File: src/rtl/ctxsw_pkg.sv
// Shared constants and types of the context switch controller.
// Assumes four contexts by default; other power-of-two counts also work.
package ctxsw_pkg;
    localparam int unsigned CTXSW_NUM_CTX = 4;
    localparam int unsigned CTXSW_REFILL  = 5;

    // Why the running context changes in a given cycle
    typedef enum logic [1:0] {
        SW_NONE = 2'd0,
        SW_EXT  = 2'd1,
        SW_INT  = 2'd2,
        SW_HALT = 2'd3
    } sw_cause_e;
endpackage

File: src/rtl/ctxsw_rr_pick.sv
// Round-robin picker: finds the first set bit of elig_i at offset 1..N
// from cur_i, wrapping modulo N. Purely combinational.
// Assumes that NUM_CTX is at least 2.
module ctxsw_rr_pick #(
    parameter int unsigned NUM_CTX = ctxsw_pkg::CTXSW_NUM_CTX,
    localparam int unsigned CTX_W  = $clog2(NUM_CTX)
) (
    input  logic [CTX_W-1:0]   cur_i,
    input  logic [NUM_CTX-1:0] elig_i,
    output logic               found_o,
    output logic [CTX_W-1:0]   idx_o
);
    // Rotate the eligible mask so that bit k is context cur+1+k
    logic [NUM_CTX-1:0] rot;

    genvar g;
    generate
        for (g = 0; g < NUM_CTX; g++) begin : g_rot
            localparam int unsigned OFS = g + 1;
            logic [CTX_W:0] sum;
            assign sum      = {1'b0, cur_i} + (CTX_W+1)'(OFS);
            assign rot[g]   = elig_i[(int'(sum)) % NUM_CTX];
        end
    endgenerate

    // Lowest rotated bit wins: scan from the far end so the nearest overwrites
    always_comb begin
        found_o = 1'b0;
        idx_o   = cur_i;
        for (int k = NUM_CTX - 1; k >= 0; k--) begin
            if (rot[k]) begin
                found_o = 1'b1;
                idx_o   = CTX_W'((int'(cur_i) + k + 1) % NUM_CTX);
            end
        end
    end
endmodule

File: src/rtl/ctxsw_done_track.sv
// Holds the latched active mask and the per-context finished flags.
// A load replaces the mask and clears the flags of newly activated
// contexts and of the load target; a set marks one context finished.
// Assumes that load and set are never both high (the top gives load priority).
module ctxsw_done_track #(
    parameter int unsigned NUM_CTX = ctxsw_pkg::CTXSW_NUM_CTX
) (
    input  logic               clk,
    input  logic               rst_n,
    input  logic               load_i,
    input  logic [NUM_CTX-1:0] mask_i,
    input  logic [NUM_CTX-1:0] tgt_oh_i,
    input  logic               set_i,
    input  logic [NUM_CTX-1:0] set_oh_i,
    output logic [NUM_CTX-1:0] active_o,
    output logic [NUM_CTX-1:0] done_o
);
    logic [NUM_CTX-1:0] active_q, done_q, done_d, fresh;

    // Contexts going from inactive to active on this load
    assign fresh = mask_i & ~active_q;

    // Next-state of the finished flags
    always_comb begin
        done_d = done_q;
        if (load_i) begin
            done_d = done_q & ~(fresh | tgt_oh_i);
        end else if (set_i) begin
            done_d = done_q | set_oh_i;
        end
    end

    // Flag and mask registers
    always_ff @(posedge clk) begin
        if (!rst_n) begin
            active_q <= '0;
            done_q   <= '0;
        end else begin
            done_q <= done_d;
            if (load_i) begin
                active_q <= mask_i;
            end
        end
    end

    assign active_o = active_q;
    assign done_o   = done_q;
endmodule

File: src/rtl/ctxsw_refill_timer.sv
// Models the pipeline refill after a switch: a one-cycle flush pulse,
// then a down-counter that keeps busy_o high for REFILL cycles in total.
// Assumes REFILL >= 1; a new start restarts the window.
module ctxsw_refill_timer #(
    parameter int unsigned REFILL = ctxsw_pkg::CTXSW_REFILL,
    localparam int unsigned CNT_W = $clog2(REFILL + 1)
) (
    input  logic clk,
    input  logic rst_n,
    input  logic start_i,
    output logic flush_o,
    output logic busy_o
);
    logic [CNT_W-1:0] cnt_q;
    logic             flush_q;

    // Load the window on a switch, otherwise count down to zero
    always_ff @(posedge clk) begin
        if (!rst_n) begin
            cnt_q   <= '0;
            flush_q <= 1'b0;
        end else if (start_i) begin
            cnt_q   <= CNT_W'(REFILL);
            flush_q <= 1'b1;
        end else begin
            flush_q <= 1'b0;
            if (cnt_q != '0) begin
                cnt_q <= cnt_q - 1'b1;
            end
        end
    end

    assign flush_o = flush_q;
    assign busy_o  = (cnt_q != '0);
endmodule

File: src/rtl/ctx_switch_ctrl.sv
// Top of the context switch controller. It arbitrates between a forced
// switch from the external scheduler and a termination of the running
// thread, keeps the running context and halt state, and drives the
// refill timer. Assumes that term_i belongs to the context on run_ctx_o.
module ctx_switch_ctrl #(
    parameter int unsigned NUM_CTX = ctxsw_pkg::CTXSW_NUM_CTX,
    parameter int unsigned REFILL  = ctxsw_pkg::CTXSW_REFILL,
    localparam int unsigned CTX_W  = $clog2(NUM_CTX)
) (
    input  logic               clk,
    input  logic               rst_n,
    input  logic               sched_req_i,
    input  logic [CTX_W-1:0]   sched_target_i,
    input  logic [NUM_CTX-1:0] sched_active_i,
    input  logic               term_i,
    output logic [CTX_W-1:0]   run_ctx_o,
    output logic [NUM_CTX-1:0] done_o,
    output logic               halted_o,
    output logic               flush_o,
    output logic               exec_o
);
    import ctxsw_pkg::*;

    logic [CTX_W-1:0]   run_q;
    logic               halted_q;
    logic [NUM_CTX-1:0] run_oh, tgt_oh, active, done, elig;
    logic               term_ok, found, busy, switch_now;
    logic [CTX_W-1:0]   pick;
    sw_cause_e          cause;

    // One-hot forms of the running context and the requested target
    always_comb begin
        run_oh = '0;
        tgt_oh = '0;
        run_oh[run_q]          = 1'b1;
        tgt_oh[sched_target_i] = 1'b1;
    end

    // Termination counts only when running and not overridden
    assign term_ok = term_i && !halted_q && !sched_req_i;

    // Candidates after a termination: live, unfinished, not the one leaving
    assign elig = active & ~(done | run_oh);

    ctxsw_rr_pick #(.NUM_CTX(NUM_CTX)) pick_i (
        .cur_i   (run_q),
        .elig_i  (elig),
        .found_o (found),
        .idx_o   (pick)
    );

    // Classify this cycle's event; the scheduler has priority
    always_comb begin
        if (sched_req_i) begin
            cause = SW_EXT;
        end else if (term_ok && found) begin
            cause = SW_INT;
        end else if (term_ok) begin
            cause = SW_HALT;
        end else begin
            cause = SW_NONE;
        end
    end

    assign switch_now = (cause == SW_EXT) || (cause == SW_INT);

    ctxsw_done_track #(.NUM_CTX(NUM_CTX)) track_i (
        .clk      (clk),
        .rst_n    (rst_n),
        .load_i   (sched_req_i),
        .mask_i   (sched_active_i),
        .tgt_oh_i (tgt_oh),
        .set_i    (term_ok),
        .set_oh_i (run_oh),
        .active_o (active),
        .done_o   (done)
    );

    // Running context and halt state
    always_ff @(posedge clk) begin
        if (!rst_n) begin
            run_q    <= '0;
            halted_q <= 1'b1;
        end else begin
            case (cause)
                SW_EXT: begin
                    run_q    <= sched_target_i;
                    halted_q <= 1'b0;
                end
                SW_INT:  run_q    <= pick;
                SW_HALT: halted_q <= 1'b1;
                default: ;
            endcase
        end
    end

    ctxsw_refill_timer #(.REFILL(REFILL)) timer_i (
        .clk     (clk),
        .rst_n   (rst_n),
        .start_i (switch_now),
        .flush_o (flush_o),
        .busy_o  (busy)
    );

    assign run_ctx_o = run_q;
    assign done_o    = done;
    assign halted_o  = halted_q;
    assign exec_o    = !halted_q && !busy;
endmodule

File: config.mk
export PLATFORM = sky130hd
export DESIGN_NAME = ctx_switch_ctrl
export DESIGN_NICKNAME = d
export VERILOG_FILES = /design/src/rtl/ctxsw_pkg.sv /design/src/rtl/ctxsw_rr_pick.sv /design/src/rtl/ctxsw_done_track.sv /design/src/rtl/ctxsw_refill_timer.sv /design/src/rtl/ctx_switch_ctrl.sv
export SDC_FILE = /design/constraint.sdc
export NUM_CORES = 1
export LEC_CHECK = 0
export BUFFER_PORTS_ARGS = -buffer_cell sky130_fd_sc_hd__buf_4
export CAP_MARGIN = 0
export CORE_MARGIN = 4
export CORE_UTILIZATION = 55
export CTS_CLUSTER_DIAMETER = 30
export CTS_CLUSTER_SIZE = 28
export DETAILED_ROUTE_END_ITERATION = 10
export HOLD_SLACK_MARGIN = 0.06
export PLACE_DENSITY = 0.9
export SLEW_MARGIN = 5
export SYNTH_ARGS = -nofsm -noshare
export SYNTH_HDL_FRONTEND = slang
export SYNTH_SLANG_ARGS = --single-unit
export TNS_END_PERCENT = 1
File: constraint.sdc
create_clock -name clk -period 4.5 [get_ports clk]
set_input_delay 0.9 -clock clk [delete_from_list [all_inputs] [get_ports clk]]
set_output_delay 0.9 -clock clk [all_outputs]
set_load 0.03 [all_outputs]
==> results.json <==
{
  "synth-main-ff-cell": "dfxtp_1",
  "synth.distinct_cells": 37,
  "cp-startpoint": "run_ctx_o[0]",
  "drc": 0,
  "antenna_left": 0,
  "fin_crit_sh_pct": 61.4,
  "drive_gt1_share_pct": 19.1,
  "clock-sinks": 15,
  "clk_latency_ns": 0.28,
  "place_congestion": 0.823,
  "power_density_nw_per_um2": 277,
  "die_x_um": 51.2,
  "grt_start_max_net_pins": 17,
  "endpoint_kind": "flop",
  "synth_fp_nets": 132,
  "crit_chain": "inv_1 > ha_1 > nor3b_1 > nor4_1 > a21oi_1 > ha_1 > inv_1 > o41ai_1 > mux2i_1",
  "hold_viol_final": 0,
  "setup_viol": 0,
  "critical_path.max_fanout": 11,
  "diodes": 0,
  "maxSlewViolCount": 0,
  "cts.reportedPaths.clkPinSlew_ns": 0.08,
  "multi_input_area_um2": 647,
  "overflow": 0,
  "antenna_found_initial": 0,
  "clk_path_buf_depth": 2,
  "grt.total_usage_pct": 19.0,
  "outcome": "completed",
  "cap_violations": 0,
  "cts.repair.resized": 0,
  "rsz0062_at_grt": "false",
  "power_w": 0.000328,
  "row_count": 15,
  "relSlewSlack_pct": 65.4,
  "num_vias": 886,
  "synth-async-reset-ratio_pct": 0,
  "synthCells": 114,
  "wl_per_cell_um": 13.8,
  "numCtsBuffers": 3,
  "cts_hold_buf": 0,
  "ys_seq_area_share_pct": 29.3,
  "p_leak_nw": 0.508,
  "coreArea_um2": 1750,
  "cpPeakStageDelay_ns": 0.58,
  "start_kind": "flop",
  "min_from": "timer_i.cnt_q[1]",
  "drtIter0Drc": 21,
  "dp_hpwl_um": 1680,
  "clockRootBuffer": "clkbuf_4",
  "yosys_warnings": 0,
  "crit_arrival_ns": 2.93,
  "syn_area_um2": 1030,
  "path_class": "flop to flop",
  "drtPass1Iterations": 4,
  "hold_ws_ns": 0.515,
  "fin_worst_skew_ns": 0.00188,
  "grt_pass1_vias": 915,
  "cts_tree": "built",
  "vdd_drop_max_v": 0.000206,
  "finalNonFillerCells": 156,
  "worstPathRequired_ns": 4.67,
  "syn_to_final_growth_pct": 15.5,
  "start_util_pct": 58.8,
  "synth_edf_count": 0,
  "wl_um": 2150,
  "pin_count": 19,
  "fin_crit_ns": 2.77,
  "finalNetCount": 150,
  "port-buffer-count": 18,
  "seqCellArea_um2": 300,
  "ys_ff_latch": 15,
  "worstMarginPinSlew_ns": 0.518,
  "numPlacedInstances": 152,
  "nFillCells": 166,
  "die_area_um2": 2620,
  "grt_pass1_wl_um": 3770,
  "htree_num_levels": 1,
  "chipHeight_um": 51.2,
  "tns_ns": 0,
  "slowest_stage": "dfxtp_1",
  "synth_area_per_cell_um2": 9.00,
  "max_freq_mhz": 362,
  "min_path_type": "flop to flop",
  "post-cts-setup-buffers": 0,
  "reg2reg_from": "run_ctx_o[0]",
  "vias_per_cell": 5.68
}
[per-layer routing]
| layer | up-vias | global-route usage [%] | routed length, µm |
|---|---|---|---|
| met1 | 419 | 20.2 | 907 |
| met5 | - | 0 | 0 |
| met2 | 22 | 33.7 | 1090 |
| met3 | 4 | 6.71 | 134 |
| li1 | 441 | - | - |
| met4 | 0 | 8.07 | 19 |
[registers in the layout (all words and copies together), names as in the netlist]
register          flops
halted_o              1
run_ctx_o             2
timer_i.cnt_q         3
timer_i.flush_o       1
track_i.active_o      4
track_i.done_o        4
[worst max-delay path: cells and delay by family (launching register included)]
kind            cells  cell delay [ns]
simple gates        2             0.51
flops               1             0.58
compound gates      2             0.64
fa+ha+maj           2             0.53
buf+inv             2             0.26
mux                 1             0.12
[synthesized netlist by cell type, types with 2 or more instances]
| cell type | count | area share (%) |
|---|---|---|
| nor2b_1 | 6 | 3.7 |
| nand3b_1 | 2 | 1.5 |
| mux4_2 | 3 | 6.6 |
| o2111a_1 | 2 | 2.2 |
| or3b_1 | 3 | 2.6 |
| buf_4 | 2 | 1.5 |
| clkbuf_1 | 2 | 0.73 |
| dfxtp_1 | 15 | 29 |
| o221ai_1 | 3 | 2.6 |
| nand2_1 | 5 | 1.8 |
| inv_1 | 12 | 4.4 |
| nor2_1 | 8 | 2.9 |
| mux2i_1 | 6 | 5.9 |
| a21oi_1 | 5 | 2.4 |
| nor4_1 | 2 | 1.2 |
| ha_1 | 8 | 9.8 |
| o21ai_0 | 5 | 2.4 |
| nor3b_1 | 4 | 2.9 |
| a21boi_0 | 3 | 2.2 |
[report_power, final]
group,internal (W),switching (W),leakage (nW)
clock network,0.0000345,0.0000412,0.0150
logic,0.0000461,0.0000526,0.370
registers,0.000142,0.0000111,0.124
[path summary, 6_finish.rpt]
path         cells past startpoint          endpoint  slack [ns]
min                              2  timer_i.cnt_q[1]        0.51
min reg2reg                      2  timer_i.cnt_q[1]        0.51
max reg2reg                      9      run_ctx_o[1]        1.73
max                              9      run_ctx_o[1]        1.73
[through the flow]
| step | util, % | setup slack [ns] | cell area [µm²] |
|---|---|---|---|
| 5_1_grt | 67.9 | 1.52 | 1180 |
| 4_1_cts | 67.9 | 1.78 | 1180 |
| 3_3_place_gp | 66.4 | 1.96 | 1160 |
| 2_1_floorplan | - | 2.04 | 1030 |
| 3_5_place_dp | 66.4 | 1.79 | 1160 |
| 6_report | 67.9 | 1.73 | 1180 |
[kinds of logic (layout without fill, tap and decap cells)]
kind of cell | count (synthesis) | after routing | share of synthesized area, %
compound gates | 27 | 27 | 18.7
xor+xnor | 1 | 1 | 0.854
fa+ha+maj | 8 | 8 | 9.76
buf+inv | 17 | 34 | 7.68
flops | 15 | 15 | 29.3
mux | 9 | 9 | 12.4
simple gates | 37 | 37 | 21.3
[cell usage in the layout, fill, tap and decap left out, drive strengths merged, types with 2 or more instances in the layout]
master / count
buf: 18
nand2: 5
o2111a: 2
mux4: 3
a21oi: 5
nor2: 8
clkbuf: 4
ha: 8
inv: 12
nor3b: 4
nor2b: 6
a21boi: 3
o21ai: 6
nand3b: 2
or3b: 4
nor4: 2
o221ai: 3
dfxtp: 15
mux2i: 6
[layout make-up]
cell class,instances,share of cell area (%)
Clock buffer,4,2.22
Inverter,12,3.80
Multi-Input combinational cell,82,54.6
Sequential cell,15,25.3
Tap cell,25,2.64
Timing Repair Buffer,18,11.4
(Power assumes the default switching activity.)
